`src/rtl/sft_pkg.sv`:
```
package sft_pkg;
   localparam logic [7:0] SYNC_FIRST  = 8'h55;
   localparam logic [7:0] SYNC_SECOND = 8'hAA;
   localparam logic [7:0] CMD_PAUSE   = 8'h50;
   localparam logic [7:0] CMD_SCALE   = 8'h53;
   localparam int FIELD_W = 16;

   typedef enum logic [1:0] {FR_IDLE, FR_LOAD, FR_WAIT} fr_state_e;
   typedef enum logic [1:0] {RX_IDLE, RX_START, RX_DATA, RX_STOP} rx_state_e;
endpackage

```
`src/rtl/sft_uart_tx.sv`:
```
module sft_uart_tx #(
   parameter int OVS = 8
) (
   input  logic       clk,
   input  logic       rst_n,
   input  logic       tick_i,
   input  logic       load_i,
   input  logic [7:0] data_i,
   output logic       busy_o,
   output logic       done_o,
   output logic       tx_o
);
   localparam int CW = (OVS > 2) ? $clog2(OVS) : 1;

   logic [9:0]    shreg;
   logic [3:0]    bitcnt;
   logic [CW-1:0] tcnt;
   logic          busy_q;

   always_ff @(posedge clk) begin
      if (!rst_n) begin
         shreg  <= '1;
         bitcnt <= '0;
         tcnt   <= '0;
         busy_q <= 1'b0;
         done_o <= 1'b0;
      end else begin
         done_o <= 1'b0;
         if (!busy_q) begin
            if (load_i) begin
               shreg  <= {1'b1, data_i, 1'b0};
               busy_q <= 1'b1;
               bitcnt <= '0;
               tcnt   <= '0;
            end
         end else if (tick_i) begin
            if (tcnt == CW'(OVS - 1)) begin
               tcnt  <= '0;
               shreg <= {1'b1, shreg[9:1]};
               if (bitcnt == 4'd9) begin
                  busy_q <= 1'b0;
                  done_o <= 1'b1;
               end else begin
                  bitcnt <= bitcnt + 4'd1;
               end
            end else begin
               tcnt <= tcnt + CW'(1);
            end
         end
      end
   end

   assign busy_o = busy_q;
   assign tx_o   = busy_q ? shreg[0] : 1'b1;

   // each byte opens with a low start bit and closes with a high stop bit
   a_r3_start_low: assert property (@(posedge clk) disable iff (!rst_n)
      $rose(busy_q) |-> !tx_o);
   a_r3_stop_high: assert property (@(posedge clk) disable iff (!rst_n)
      $fell(busy_q) |-> $past(tx_o));
endmodule

```
`src/rtl/sft_uart_rx.sv`:
```
module sft_uart_rx
   import sft_pkg::*;
#(
   parameter int OVS = 8
) (
   input  logic       clk,
   input  logic       rst_n,
   input  logic       tick_i,
   input  logic       rx_i,
   output logic       vld_o,
   output logic [7:0] byte_o
);
   localparam int CW   = (OVS > 2) ? $clog2(OVS) : 1;
   localparam int HALF = (OVS / 2 > 0) ? OVS / 2 : 1;

   logic          s1, rxs;
   rx_state_e     st;
   logic [CW-1:0] cnt;
   logic [2:0]    bitn;
   logic [7:0]    sh;

   always_ff @(posedge clk) begin
      if (!rst_n) begin
         s1  <= 1'b1;
         rxs <= 1'b1;
      end else begin
         s1  <= rx_i;
         rxs <= s1;
      end
   end

   always_ff @(posedge clk) begin
      if (!rst_n) begin
         st    <= RX_IDLE;
         cnt   <= '0;
         bitn  <= '0;
         sh    <= '0;
         vld_o <= 1'b0;
      end else begin
         vld_o <= 1'b0;
         if (tick_i) begin
            case (st)
               RX_IDLE: begin
                  if (!rxs) begin
                     st  <= RX_START;
                     cnt <= '0;
                  end
               end
               RX_START: begin
                  if (cnt == CW'(HALF - 1)) begin
                     cnt  <= '0;
                     bitn <= '0;
                     st   <= rxs ? RX_IDLE : RX_DATA;
                  end else begin
                     cnt <= cnt + CW'(1);
                  end
               end
               RX_DATA: begin
                  if (cnt == CW'(OVS - 1)) begin
                     cnt <= '0;
                     sh  <= {rxs, sh[7:1]};
                     if (bitn == 3'd7) st <= RX_STOP;
                     else              bitn <= bitn + 3'd1;
                  end else begin
                     cnt <= cnt + CW'(1);
                  end
               end
               default: begin
                  if (cnt == CW'(OVS - 1)) begin
                     cnt   <= '0;
                     st    <= RX_IDLE;
                     vld_o <= rxs;
                  end else begin
                     cnt <= cnt + CW'(1);
                  end
               end
            endcase
         end
      end
   end

   assign byte_o = sh;
endmodule

```
`src/rtl/sft_cmd_ctl.sv`:
```
module sft_cmd_ctl
   import sft_pkg::*;
(
   input  logic       clk,
   input  logic       rst_n,
   input  logic       rx_vld_i,
   input  logic [7:0] rx_byte_i,
   input  logic       consume_i,
   input  logic       ovr_clr_i,
   output logic       pending_o,
   output logic       paused_o,
   output logic       scale_o,
   output logic       ovr_o
);
   logic       pend_q, paused_q, scale_q, ovr_q;
   logic [7:0] cmd_q;

   always_ff @(posedge clk) begin
      if (!rst_n) begin
         pend_q   <= 1'b0;
         paused_q <= 1'b0;
         scale_q  <= 1'b0;
         ovr_q    <= 1'b0;
         cmd_q    <= '0;
      end else begin
         if (pend_q && consume_i) begin
            pend_q <= 1'b0;
            if (cmd_q == CMD_PAUSE) paused_q <= !paused_q;
            if (cmd_q == CMD_SCALE) scale_q  <= !scale_q;
         end
         if (rx_vld_i && !ovr_q) begin
            if (pend_q && !consume_i) begin
               ovr_q <= 1'b1;
            end else begin
               cmd_q  <= rx_byte_i;
               pend_q <= 1'b1;
            end
         end
         if (ovr_clr_i) ovr_q <= 1'b0;
      end
   end

   assign pending_o = pend_q;
   assign paused_o  = paused_q;
   assign scale_o   = scale_q;
   assign ovr_o     = ovr_q;

   // a byte landing on a held command raises the flag
   a_r9_ovr_on_collision: assert property (@(posedge clk) disable iff (!rst_n)
      (rx_vld_i && pend_q && !consume_i && !ovr_clr_i) |=> ovr_q);
   // with the flag up nothing new is held
   a_r9_drop_while_ovr: assert property (@(posedge clk) disable iff (!rst_n)
      (rx_vld_i && ovr_q && !pend_q) |=> !pend_q);
   // foreign bytes leave both status bits alone
   a_r10_other_ignored: assert property (@(posedge clk) disable iff (!rst_n)
      (pend_q && consume_i && cmd_q != CMD_PAUSE && cmd_q != CMD_SCALE)
      |=> ($stable(paused_q) && $stable(scale_q)));
endmodule

```
`src/rtl/sft_framer.sv`:
```
module sft_framer
   import sft_pkg::*;
#(
   parameter int NCH = 6,
   parameter int SW  = 12
) (
   input  logic              clk,
   input  logic              rst_n,
   input  logic              smp_valid_i,
   input  logic [NCH*SW-1:0] smp_data_i,
   input  logic              cmd_pending_i,
   input  logic              paused_i,
   input  logic              scale_i,
   input  logic              tx_done_i,
   output logic              smp_ready_o,
   output logic              idle_o,
   output logic              tx_load_o,
   output logic [7:0]        tx_byte_o
);
   localparam int NB   = 2 + 2 * NCH;
   localparam int FV   = NB * 8;
   localparam int IW   = $clog2(NB);
   localparam int MAXV = 2 * ((1 << SW) - 1);

   fr_state_e     st;
   logic [IW-1:0] idx;
   logic [FV-1:0] fv_q, fv_next;
   logic          accept, accept_q;

   assign fv_next[FV-1 -: 16] = {SYNC_FIRST, SYNC_SECOND};

   for (genvar c = 0; c < NCH; c++) begin : g_field
      localparam int POS = (NB - 4 - 2 * c) * 8;
      logic [SW-1:0] raw;
      assign raw = smp_data_i[c*SW +: SW];
      if (FIELD_W - SW > 1) begin : g_pad
         assign fv_next[POS +: FIELD_W] = scale_i ?
            {{(FIELD_W - SW - 1){1'b0}}, raw, 1'b0} :
            {{(FIELD_W - SW){1'b0}}, raw};
      end else begin : g_nopad
         assign fv_next[POS +: FIELD_W] = scale_i ? {raw, 1'b0} : {1'b0, raw};
      end

      // a captured field never exceeds twice the largest raw sample
      a_r6_field_bound: assert property (@(posedge clk) disable iff (!rst_n)
         accept_q |-> (32'(fv_q[POS +: FIELD_W]) <= MAXV));
   end

   assign smp_ready_o = (st == FR_IDLE) && !cmd_pending_i;
   assign accept      = smp_valid_i && smp_ready_o;
   assign idle_o      = (st == FR_IDLE);
   assign tx_load_o   = (st == FR_LOAD);
   assign tx_byte_o   = fv_q[FV-1 -: 8];

   always_ff @(posedge clk) begin
      if (!rst_n) begin
         st       <= FR_IDLE;
         idx      <= '0;
         fv_q     <= '0;
         accept_q <= 1'b0;
      end else begin
         accept_q <= 1'b0;
         case (st)
            FR_IDLE: begin
               if (accept && !paused_i) begin
                  fv_q     <= fv_next;
                  idx      <= '0;
                  st       <= FR_LOAD;
                  accept_q <= 1'b1;
               end
            end
            FR_LOAD: st <= FR_WAIT;
            default: begin
               if (tx_done_i) begin
                  fv_q <= fv_q << 8;
                  if (idx == IW'(NB - 1)) begin
                     st <= FR_IDLE;
                  end else begin
                     idx <= idx + IW'(1);
                     st  <= FR_LOAD;
                  end
               end
            end
         endcase
      end
   end

   // every frame opens with the first sync byte
   a_r2_sync_first: assert property (@(posedge clk) disable iff (!rst_n)
      (st == FR_LOAD && idx == '0) |-> (tx_byte_o == SYNC_FIRST));
endmodule

```
`src/rtl/scope_frame_tx.sv`:
```
module scope_frame_tx #(
   parameter int NCH = 6,
   parameter int SW  = 12,
   parameter int OVS = 8
) (
   input  logic              clk,
   input  logic              rst_n,
   input  logic              baud_tick,
   input  logic              smp_valid,
   output logic              smp_ready,
   input  logic [NCH*SW-1:0] smp_data,
   input  logic              rx_i,
   input  logic              ovr_clr,
   output logic              tx_o,
   output logic              paused_o,
   output logic              scale2_o,
   output logic              ovr_o
);
   if (NCH < 1 || SW < 1 || SW > 15 || OVS < 2) begin : g_bad_cfg
      $error("scope_frame_tx: need NCH>=1, 1<=SW<=15, OVS>=2");
   end

   logic       rx_vld;
   logic [7:0] rx_byte;
   logic       pending, fr_idle;
   logic       tx_load, tx_busy, tx_done;
   logic [7:0] tx_byte;

   sft_uart_rx #(.OVS(OVS)) u_rx (
      .clk(clk), .rst_n(rst_n), .tick_i(baud_tick), .rx_i(rx_i),
      .vld_o(rx_vld), .byte_o(rx_byte)
   );

   sft_cmd_ctl u_cmd (
      .clk(clk), .rst_n(rst_n), .rx_vld_i(rx_vld), .rx_byte_i(rx_byte),
      .consume_i(fr_idle), .ovr_clr_i(ovr_clr), .pending_o(pending),
      .paused_o(paused_o), .scale_o(scale2_o), .ovr_o(ovr_o)
   );

   sft_framer #(.NCH(NCH), .SW(SW)) u_fr (
      .clk(clk), .rst_n(rst_n), .smp_valid_i(smp_valid), .smp_data_i(smp_data),
      .cmd_pending_i(pending), .paused_i(paused_o), .scale_i(scale2_o),
      .tx_done_i(tx_done), .smp_ready_o(smp_ready), .idle_o(fr_idle),
      .tx_load_o(tx_load), .tx_byte_o(tx_byte)
   );

   sft_uart_tx #(.OVS(OVS)) u_tx (
      .clk(clk), .rst_n(rst_n), .tick_i(baud_tick), .load_i(tx_load),
      .data_i(tx_byte), .busy_o(tx_busy), .done_o(tx_done), .tx_o(tx_o)
   );

   // status bits move only while no frame is in flight
   a_r8_status_at_boundary: assert property (@(posedge clk) disable iff (!rst_n)
      (!$stable(paused_o) || !$stable(scale2_o)) |-> $past(fr_idle));
   // no acceptance while the line is busy
   a_r4_ready_off_in_flight: assert property (@(posedge clk) disable iff (!rst_n)
      tx_busy |-> !smp_ready);
endmodule

```
`config.mk`:
```
export PLATFORM = sky130hd
export DESIGN_NAME = scope_frame_tx
export DESIGN_NICKNAME = d
export VERILOG_FILES = /design/src/rtl/sft_pkg.sv /design/src/rtl/sft_uart_tx.sv /design/src/rtl/sft_uart_rx.sv /design/src/rtl/sft_cmd_ctl.sv /design/src/rtl/sft_framer.sv /design/src/rtl/scope_frame_tx.sv
export SDC_FILE = /design/constraint.sdc
export NUM_CORES = 1
export LEC_CHECK = 0
export ABC_AREA = 1
export BUFFER_PORTS_ARGS = -buffer_cell sky130_fd_sc_hd__buf_4
export CAP_MARGIN = 0
export CORE_ASPECT_RATIO = 1.4
export CORE_UTILIZATION = 50
export CTS_BUF_LIST = sky130_fd_sc_hd__clkbuf_8
export CTS_CLUSTER_DIAMETER = 150
export DETAILED_ROUTE_END_ITERATION = 10
export GPL_TIMING_DRIVEN = 1
export PLACE_DENSITY = 0.82
export SETUP_SLACK_MARGIN = 0.15
export SYNTH_ARGS = -nofsm -noshare
export SYNTH_HDL_FRONTEND = slang
export SYNTH_SLANG_ARGS = --single-unit
```
`constraint.sdc`:
```
create_clock -name clk -period 1.4 [get_ports clk]
set_input_delay 0.14 -clock clk [delete_from_list [all_inputs] [get_ports clk]]
set_output_delay 0.14 -clock clk [all_outputs]
set_load 0.005 [all_outputs]
```
==> impl_metrics.ini <==
[critical_path]
path_max_fanout = 8
regToRegStartpoint = u_cmd.paused_o
r2r.worst_path.cells = 8
critPathLaunchType = register
critical_path_class = register to register
cp_data_required_time_ns = 1.75
arrival_ns = 2.21
r2r_slack_ns = -0.46
cp-end-kind = register
r2r-end = u_fr.fv_q[14]

[outcome]
violations = setup timing
status = finished, violations left

[finish]
final_cell_mix = nand2_1 (225), nor2_1 (206), dfxtp_1 (152)
syn2layout_area_growth_pct = 47.7
nNetsFinal = 1509
mostFrequentLayoutCell = nand2_1
drive_gt1_share_pct = 32.3
final_util_pct = 75.3
diodes = 0
nFillCells = 908

[timing]
rsz0062_at_grt = yes
layout_min_cycle_time_ns = 1.86
setup_viol = 119
tightest_slew_ns = 0.512
slew_violations = 0
fin_crit_sh_pct = 133
max_freq_mhz = 537
worst_slack_ns = -0.461
finalHoldViolCount = 0
slew_headroom_pct = 65.9
fin_skew_ns = 0.0169

[clock_network]
clkTransAtPathRegs_ns = 0.11
cts.sinks = 167
cts.path.max_buffers = 2
cts-root-buf = clkbuf_8
clk_latency_ns = 0.51
cts_max_level = 4
numCtsBuffers = 17
cts_tree = built

[grt]
grt_pass1_wl_um = 40500
gr-usage-all-layers_pct = 29.3
antenna_found_initial = 0
grt_pass1_vias = 8571
grt_overflow = 0
grt_max_degree = 44

[synthesis]
synth.net_count = 1359
synth_simple_gate_area_share_pct = 30.6
synth_area_per_cell_um2 = 6.51
ys_ff_latch = 167
synth_warnings = 0
synth_fa_ha_area_share_pct = 2.28
yosysSeqAreaShare_pct = 40.6
synth-xor-area-share_pct = 0.106
synth_cell_types = 26
syn_area_um2 = 8240
synth_top_family_by_area = simple AND/OR/NAND/NOR gates
synth-compound-area-share_pct = 17.0
syn_inst = 1266
synth_mux_area_share_pct = 0

[hold_path]
hold_start = baud_tick
hp-class = input port to register
min_to = u_rx.cnt[0]
holdPathStages = 4

[pwr]
irDropWorstVdd_v = 0.000763
power.leakage_nw = 5.32
p_per_area_nw_per_um2 = 1180

[floorplanning]
die_area_um2 = 17000
die_w_um = 111
initial_utilization_pct = 51.0
io_pins = 83
die_h_um = 154
rows = 55
coreArea_um2 = 16200

[placed_design]
place_ws_ns = -0.00451
dp_hpwl_um = 13800
port_buffers = 82
gp_congestion = 0.788

[routing]
wirelength_um = 35000
routed-via-count = 10400
routedWlPerCell_um = 21.5
antenna_left = 0
dr.pass1.iters = 8
drcViolationCount = 0
drt-initial-drc-count = 1358
viasPerCell = 6.39

[flow_run]
maxCapViolations = 0
repair_timing:
item,CTS,global route
setup buffers,18,17
gates cloned,17,26
gates resized for setup,101,263
pin swaps,16,94
setup endpoints to repair,147,164
hold buffers,3,0
endpoints found under the hold margin,7,0
worst max-delay path: stages (launching register included):
cell,delay [ns]
dfxtp_1,0.35
nor2_1,0.17
nand3_2,0.11
nand2_4,0.13
buf_4,0.15
buf_12,0.15
buf_6,0.14
nand3_1,0.08
a21oi_1,0.42
flip-flops by register name, summed over array words and instances (netlist names):
signal / flops
u_fr.fv_q: 112
u_tx.shreg: 9
u_cmd.cmd_q: 8
u_rx.byte_o: 8
u_fr.idx: 4
u_tx.bitcnt: 4
u_rx.bitn: 3
u_rx.cnt: 3
u_tx.tcnt: 3
u_fr.st: 2
u_rx.st: 2
u_cmd.ovr_o: 1
u_cmd.paused_o: 1
u_cmd.pending_o: 1
u_cmd.scale_o: 1
u_rx.rxs: 1
u_rx.s1: 1
u_rx.vld_o: 1
u_tx.busy_o: 1
u_tx.done_o: 1
cell usage after synthesis:
| library cell | n | area (µm²) |
|---|---|---|
| nand2_1 | 289 | 1080 |
| nor2_1 | 238 | 893 |
| dfxtp_1 | 167 | 3340 |
| o21ai_0 | 113 | 566 |
| inv_1 | 101 | 379 |
| a21oi_1 | 92 | 460 |
| nand3_1 | 70 | 350 |
| clkbuf_1 | 53 | 199 |
| o22ai_1 | 31 | 194 |
| buf_2 | 25 | 125 |
| ha_1 | 15 | 188 |
| o21ai_1 | 13 | 65.1 |
| o211ai_1 | 12 | 90.1 |
| or2_2 | 11 | 68.8 |
| nand3b_1 | 7 | 52.6 |
| nor3_1 | 6 | 30.0 |
| buf_6 | 4 | 45.0 |
| inv_2 | 4 | 15.0 |
| buf_1 | 3 | 11.3 |
| nand2_2 | 3 | 18.8 |
| nand4_1 | 3 | 18.8 |
| a211oi_1 | 2 | 15.0 |
| buf_4 | 1 | 7.51 |
| nor2_2 | 1 | 6.26 |
| o221ai_1 | 1 | 8.76 |
| xor2_1 | 1 | 8.76 |
cell families (layout without fill, tap and decap cells):
family | count (synthesis) | after routing
and+or+nand+nor | 628 | 633
xor gates and xnor gates | 1 | 1
DFF | 167 | 167
AOI/OAI and AO/OA | 264 | 264
buffers and inverters | 191 | 349
adders and majority gates | 15 | 15
stage by stage:
stage               instances  hold slack [ns]   TNS, ns  cell area, µm²  total power, W
floorplan                1266            0.212         0            8420         0.00744
global placement         1515            0.301         0            9440         0.00830
detailed placement       1515            0.307  -0.00451            9440         0.00838
CTS                      1585          0.00120     -1.37           10700          0.0125
global route             1628         -0.00117    -18.00           12200          0.0148
finish                   1628          0.00428    -12.60           12200          0.0143
metal layers:
metal	vias to the layer above	track usage [%]	routed length, µm
met4	0	18.0	3110
li1	4386	-	-
met1	4776	32.2	11500
met5	-	0	0
met3	332	6.58	3880
met2	909	51.1	16500
layout make-up:
cell class              instances  area [µm²]  area share [%]
clock buffers                  17         234            1.92
clock inverters                15         146            1.20
inverters                     105         419            3.44
multi-input cells             913        5120            42.1
flip-flops and latches        167        3370            27.7
well taps                     199         249            2.05
repair buffers                212        2630            21.6
worst max-delay path by stage:
stage                               from            end  slack, ns  cells past startpoint
after floorplan               u_fr.st[0]  u_fr.fv_q[20]       0.15                      8
after CTS                     u_fr.st[0]      smp_ready      -0.06                      5
after global routing      u_cmd.paused_o  u_fr.fv_q[14]      -0.47                      8
after global placement        u_fr.st[0]  u_fr.fv_q[53]       0.02                      7
final                     u_cmd.paused_o  u_fr.fv_q[14]      -0.46                      8
after detailed placement      u_fr.st[0]  u_fr.fv_q[53]     -0.005                      7
where the power goes:
part | leakage (nW) | switching, W | internal, W | total (W)
Sequential | 1.38 | 0.000295 | 0.00520 | 0.00549
Clock | 0.187 | 0.00212 | 0.00145 | 0.00357
Combinational | 3.75 | 0.00286 | 0.00240 | 0.00526
Note: power is estimated with default switching activity, not from simulation.
